## config.mk

```make
export PLATFORM = sky130hd
export DESIGN_NAME = dual_sema_bank
export DESIGN_NICKNAME = d
export VERILOG_FILES = /design/src/rtl/sema_pkg.sv /design/src/rtl/sema_req_latch.sv /design/src/rtl/sema_arbiter.sv /design/src/rtl/sema_read_port.sv /design/src/rtl/dual_sema_bank.sv
export SDC_FILE = /design/constraint.sdc
export NUM_CORES = 1
export LEC_CHECK = 0
export BUFFER_PORTS_ARGS = -buffer_cell sky130_fd_sc_hd__buf_2
export CORE_UTILIZATION = 56
export CTS_CLUSTER_SIZE = 30
export DETAILED_ROUTE_END_ITERATION = 12
export PLACE_DENSITY = 0.86
export SETUP_SLACK_MARGIN = 0.1
export SYNTH_ARGS = -nofsm -noshare
export SYNTH_HDL_FRONTEND = slang
export SYNTH_SLANG_ARGS = --single-unit
```

## constraint.sdc

```tcl
create_clock -name clk -period 5.7 [get_ports clk]
set_input_delay 1.14 -clock clk [delete_from_list [all_inputs] [get_ports clk]]
set_output_delay 1.14 -clock clk [all_outputs]
set_load 0.1 [all_outputs]
```

## src/rtl/sema_pkg.sv

```systemverilog
package sema_pkg;
  // ownership of one token
  typedef enum logic [1:0] {
    OWN_NONE  = 2'd0,
    OWN_LEFT  = 2'd1,
    OWN_RIGHT = 2'd2
  } owner_e;
endpackage

```

## src/rtl/sema_req_latch.sv

```systemverilog
// Request flags of one port: a write of bit0=0 sets, bit0=1 clears.
module sema_req_latch #(
  parameter int NUM_SEM = 8,
  parameter int IDX_W   = $clog2(NUM_SEM)
) (
  input  logic               clk,
  input  logic               rst,
  input  logic               sel,
  input  logic               we,
  input  logic [IDX_W-1:0]   idx,
  input  logic               wbit,
  output logic [NUM_SEM-1:0] req,
  output logic [NUM_SEM-1:0] req_nxt
);
  logic wr_en;
  assign wr_en = sel && we;

  for (genvar i = 0; i < NUM_SEM; i++) begin : g_flag
    logic hit;
    assign hit = wr_en && (idx == IDX_W'(i));
    assign req_nxt[i] = hit ? ~wbit : req[i];

    always_ff @(posedge clk) begin
      if (rst) req[i] <= 1'b0;
      else     req[i] <= req_nxt[i];
    end
  end
endmodule

```

## src/rtl/sema_arbiter.sv

```systemverilog
// One owner register per semaphore; the holder keeps the token while its
// request stays set, and a free token goes left first, then right.
module sema_arbiter
  import sema_pkg::*;
#(
  parameter int NUM_SEM = 8
) (
  input  logic               clk,
  input  logic               rst,
  input  logic [NUM_SEM-1:0] req_l_nxt,
  input  logic [NUM_SEM-1:0] req_r_nxt,
  output logic [NUM_SEM-1:0] own_l,
  output logic [NUM_SEM-1:0] own_r
);
  for (genvar i = 0; i < NUM_SEM; i++) begin : g_tok
    owner_e state, state_nxt;

    always_comb begin
      state_nxt = state;
      unique case (state)
        OWN_LEFT:  if (!req_l_nxt[i]) state_nxt = req_r_nxt[i] ? OWN_RIGHT : OWN_NONE;
        OWN_RIGHT: if (!req_r_nxt[i]) state_nxt = req_l_nxt[i] ? OWN_LEFT : OWN_NONE;
        default: begin
          if (req_l_nxt[i])      state_nxt = OWN_LEFT;
          else if (req_r_nxt[i]) state_nxt = OWN_RIGHT;
          else                   state_nxt = OWN_NONE;
        end
      endcase
    end

    always_ff @(posedge clk) begin
      if (rst) state <= OWN_NONE;
      else     state <= state_nxt;
    end

    assign own_l[i] = (state == OWN_LEFT);
    assign own_r[i] = (state == OWN_RIGHT);
  end
endmodule

```

## src/rtl/sema_read_port.sv

```systemverilog
// Status read: 0 on every bit when this port holds the indexed token.
module sema_read_port #(
  parameter int NUM_SEM = 8,
  parameter int IDX_W   = $clog2(NUM_SEM),
  parameter int DATA_W  = 16
) (
  input  logic               sel,
  input  logic               we,
  input  logic [IDX_W-1:0]   idx,
  input  logic [NUM_SEM-1:0] own,
  output logic [DATA_W-1:0]  dout
);
  logic held;
  assign held = own[idx];

  always_comb begin
    if (sel && !we) dout = {DATA_W{~held}};
    else            dout = '1;
  end
endmodule

```

## src/rtl/dual_sema_bank.sv

```systemverilog
module dual_sema_bank #(
  parameter int NUM_SEM = 8,
  parameter int IDX_W   = $clog2(NUM_SEM),
  parameter int DATA_W  = 16
) (
  input  logic              clk,
  input  logic              rst,
  input  logic              l_sel,
  input  logic              l_we,
  input  logic [IDX_W-1:0]  l_idx,
  input  logic [DATA_W-1:0] l_din,
  output logic [DATA_W-1:0] l_dout,
  input  logic              r_sel,
  input  logic              r_we,
  input  logic [IDX_W-1:0]  r_idx,
  input  logic [DATA_W-1:0] r_din,
  output logic [DATA_W-1:0] r_dout
);
  logic [NUM_SEM-1:0] req_l, req_r, req_l_nxt, req_r_nxt;
  logic [NUM_SEM-1:0] own_l, own_r;

  sema_req_latch #(.NUM_SEM(NUM_SEM), .IDX_W(IDX_W)) u_req_l (
    .clk(clk), .rst(rst), .sel(l_sel), .we(l_we), .idx(l_idx),
    .wbit(l_din[0]), .req(req_l), .req_nxt(req_l_nxt)
  );

  sema_req_latch #(.NUM_SEM(NUM_SEM), .IDX_W(IDX_W)) u_req_r (
    .clk(clk), .rst(rst), .sel(r_sel), .we(r_we), .idx(r_idx),
    .wbit(r_din[0]), .req(req_r), .req_nxt(req_r_nxt)
  );

  sema_arbiter #(.NUM_SEM(NUM_SEM)) u_arb (
    .clk(clk), .rst(rst), .req_l_nxt(req_l_nxt), .req_r_nxt(req_r_nxt),
    .own_l(own_l), .own_r(own_r)
  );

  sema_read_port #(.NUM_SEM(NUM_SEM), .IDX_W(IDX_W), .DATA_W(DATA_W)) u_rd_l (
    .sel(l_sel), .we(l_we), .idx(l_idx), .own(own_l), .dout(l_dout)
  );

  sema_read_port #(.NUM_SEM(NUM_SEM), .IDX_W(IDX_W), .DATA_W(DATA_W)) u_rd_r (
    .sel(r_sel), .we(r_we), .idx(r_idx), .own(own_r), .dout(r_dout)
  );
endmodule

```

==> impl_metrics.tcl <==
set metrics [dict create \
    run_status "completed" \
    critPathLaunch "l_idx[1]" \
    postLayoutSetupSlackWorst_ps 1540 \
    finalWeightedCongestion 0.753 \
    max-vdd-ir-drop_uv 145 \
    worstPathArrival_ps 3020 \
    worstPathMaxFanout 16 \
    port_buffers 45 \
    synth_top_cell_by_area "sky130_fd_sc_hd__dfxtp_1" \
    synth_async_sr_flop_share_pct 0 \
    cts_tree "yes" \
    wl_per_cell_um 13.5 \
    grt_max_degree 42 \
    power.density_mw_per_mm2 176 \
    delay_of_the_slowest_cell_on_the_worst_path_ps 600 \
    pre_cts_slack_ps 1540 \
    yosys.area_share.xor_xnor_pct 0 \
    register_to_register_setup_slack_ps 4360 \
    synth_compound_area_share_pct 10.9 \
    top_level_ports 76 \
    slew_violations 0 \
    finalHoldViolCount 0 \
    grt_setup_unrepaired "false" \
    cp-endpoint "l_dout[14]" \
    fin_worst_skew_ps 3.66 \
    first_pass_iters 5 \
    clk_pin_slew_worst_setup_hold_paths_ps 60 \
    logic_depth_of_the_worst_setup_path_including_buffers 6 \
    clk_latency_ps 290 \
    first_global_vias 1810 \
    chipWidth_um 69.7 \
    number_of_buffers_inserted_by_post_cts_setup_repair 0 \
    fmax_mhz 241 \
    drtIter0Drc 126 \
    synth_sequential_area_ratio_pct 24.9 \
    post_route_cells_drive_above_1_share_pct 28.3 \
    synth_register_bits 32 \
    most-common-layout-cells "45 x sky130_fd_sc_hd__buf_2, 32 x sky130_fd_sc_hd__dfxtp_1, 31 x sky130_fd_sc_hd__inv_1, 31 x sky130_fd_sc_hd__nor2_1, 23 x sky130_fd_sc_hd__mux2i_1" \
    hold_path.startpoint "u_arb.g_tok[7].state[1]" \
    drt-vias-per-instance 5.64 \
    antenna_cells_inserted 0 \
    end_kind "output port" \
    final.min_clock_period_ps 4160 \
    post_layout_nets 363 \
    grt_antenna_before_repair 0 \
    synth_edf_count 0 \
    final.setup.tns_ps 0 \
    place_hpwl_um 3670 \
    vias 2007 \
    critical_path.reg2reg.endpoint "u_arb.g_tok[0].state[0]" \
    post_synth_instance_area_mm2 0.00257 \
    global_route.usage.total_pct 21.4 \
    htree_num_levels 2 \
    syn_inst 291 \
    effective_utilization_at_floorplan_pct 58.6 \
    crit_family "buffers and inverters" \
    cts_buffer_depth 2 \
    synth_area_per_cell_um2 8.83 \
    setup.worst_path.class "primary input to output port" \
    post-route-drc-count 0 \
    die_h_um 69.7 \
    synth_nets 351 \
    area_growth_pct 3.99 \
    slew_headroom_pct 56.6 \
    synthesis.yosys.warnings 0 \
    wl_um 4810 \
    rows 24 \
    timing_worst_slew_pin_value_ps 651 \
    post-route-util_pct 60.9 \
    worst_setup_path_start_kind "primary input" \
    muxShareOfSynthArea_pct 17.1 \
    fin_total_pwr_w 0.000471 \
    timing.hold.worst.class "flip-flop to flip-flop" \
    global_route_wire_length_before_repair_um 8180 \
    critical-path-slowest-cell "sky130_fd_sc_hd__mux4_1" \
    max-cap-violations 0 \
    synthDistinctLibCells 40 \
    hold_slack_ps 493 \
    synth_top_area_share_pct 24.9 \
    cts_buffer_count 5 \
    timing.critical_path.cells "buf_2 -> mux4_1 -> nand2_1 -> o21ai_0 -> nand3b_1 -> buf_2" \
    cp_num_buf_inv 2 \
    cpMostUsedCell "sky130_fd_sc_hd__buf_2" \
    fp.coreArea_mm2 0.00438 \
    layout.cells.most_common "sky130_fd_sc_hd__buf_2" \
    critPathRequiredTime_ps 4560 \
    worst_reg2reg_path_depth 5 \
    postSynth.topFlopCell "sky130_fd_sc_hd__dfxtp_1" \
    ant_nets 0 \
    finalSetupViolCount 0 \
    p_leak_nw 1.10 \
    cts_root_buf "sky130_fd_sc_hd__clkbuf_8" \
    count_of_hold_fix_buffers_inserted_at_cts 0 \
    synth-simple-area-share_pct 23.8 \
    min_period_over_period_pct 72.9 \
    floorplan.die_area_mm2 0.00486 \
    holdPathStages 2 \
    synth_fa_ha_area_share_pct 7.79 \
    ctsResizeCount 0 \
    worstReg2RegStart "u_arb.g_tok[0].state[1]" \
    yosys-top-cells-area "sky130_fd_sc_hd__dfxtp_1 25%, sky130_fd_sc_hd__buf_4 9.4%, sky130_fd_sc_hd__mux2i_1 9.0%" \
    numClockSinks 32 \
    grt.overflow.total 0 \
    synth_top_family_by_area "simple AND/OR/NAND/NOR gates" \
]
routing by layer:
layer | share of wire, % | vias to the layer above | track usage [%]
li1 | - | 986 | -
met1 | 45 | 934 | 28.7
met2 | 45 | 80 | 34.5
met3 | 8.5 | 7 | 3.92
met4 | 1.4 | 0 | 7.33
met5 | 0 | - | 0
sequential cells by signal (all words and copies together), names as in the netlist:
signal and flops:
u_req_l.req 8, u_req_r.req 8, u_arb.g_tok.state 16
cells by family after synthesis:
kind of cell | after synthesis
flip-flops | 32
AO/OA/AOI/OAI | 27
buffers and inverters | 71
multiplexers | 36
adder cells (fa/ha/maj) | 16
AND/OR/NAND/NOR | 109
synth_stat cells, drive strengths merged (3+ instances only):
library cell,number
nand2b,18
mux4,4
nor2,32
a2bb2oi,8
dfxtp,32
nor3,9
inv,31
clkbuf,5
nand3b,4
a21oi,7
mux2,9
nand3,15
nand2,18
buf,35
o21ai,3
o2111ai,7
mux2i,23
ha,16
metrics by stage:
step                area (um2)  cells
floorplan                 2570    291
global placement          2580    348
detailed placement        2580    348
CTS                       2670    356
global route              2670    356
finish                    2670    356
where the power goes:
part            total, W  internal, W  switching, W  leakage [nW]
logic          0.0000594    0.0000210     0.0000384         0.786
clock network   0.000184    0.0000963     0.0000873        0.0510
registers       0.000228     0.000226    0.00000178         0.258
total           0.000471     0.000344      0.000128          1.10
worst min-delay path: cells and delay by family (launching register included):
| kind | cells | cell delay [ps] |
|---|---|---|
| AND/OR/NAND/NOR | 1 | 70 |
| flip-flops | 1 | 320 |
| multiplexers | 1 | 60 |
final cells by class:
class / instances / area, um2
Inverter: 31 / 116
Fill cell: 377 / 1710
Clock buffer: 6 / 82.6
Multi-Input combinational cell: 188 / 1530
Timing Repair Buffer: 45 / 225
Clock inverter: 2 / 10.0
Sequential cell: 32 / 641
Tap cell: 52 / 65.1
worst min-delay path by stage:
stage                                   end  slack [ps]
floorplan           u_arb.g_tok[1].state[1]         470
global placement    u_arb.g_tok[3].state[1]         480
detailed placement  u_arb.g_tok[7].state[1]         480
CTS                 u_arb.g_tok[7].state[1]         500
global route        u_arb.g_tok[3].state[1]         530
finish              u_arb.g_tok[7].state[1]         490
(Power assumes the default switching activity.)
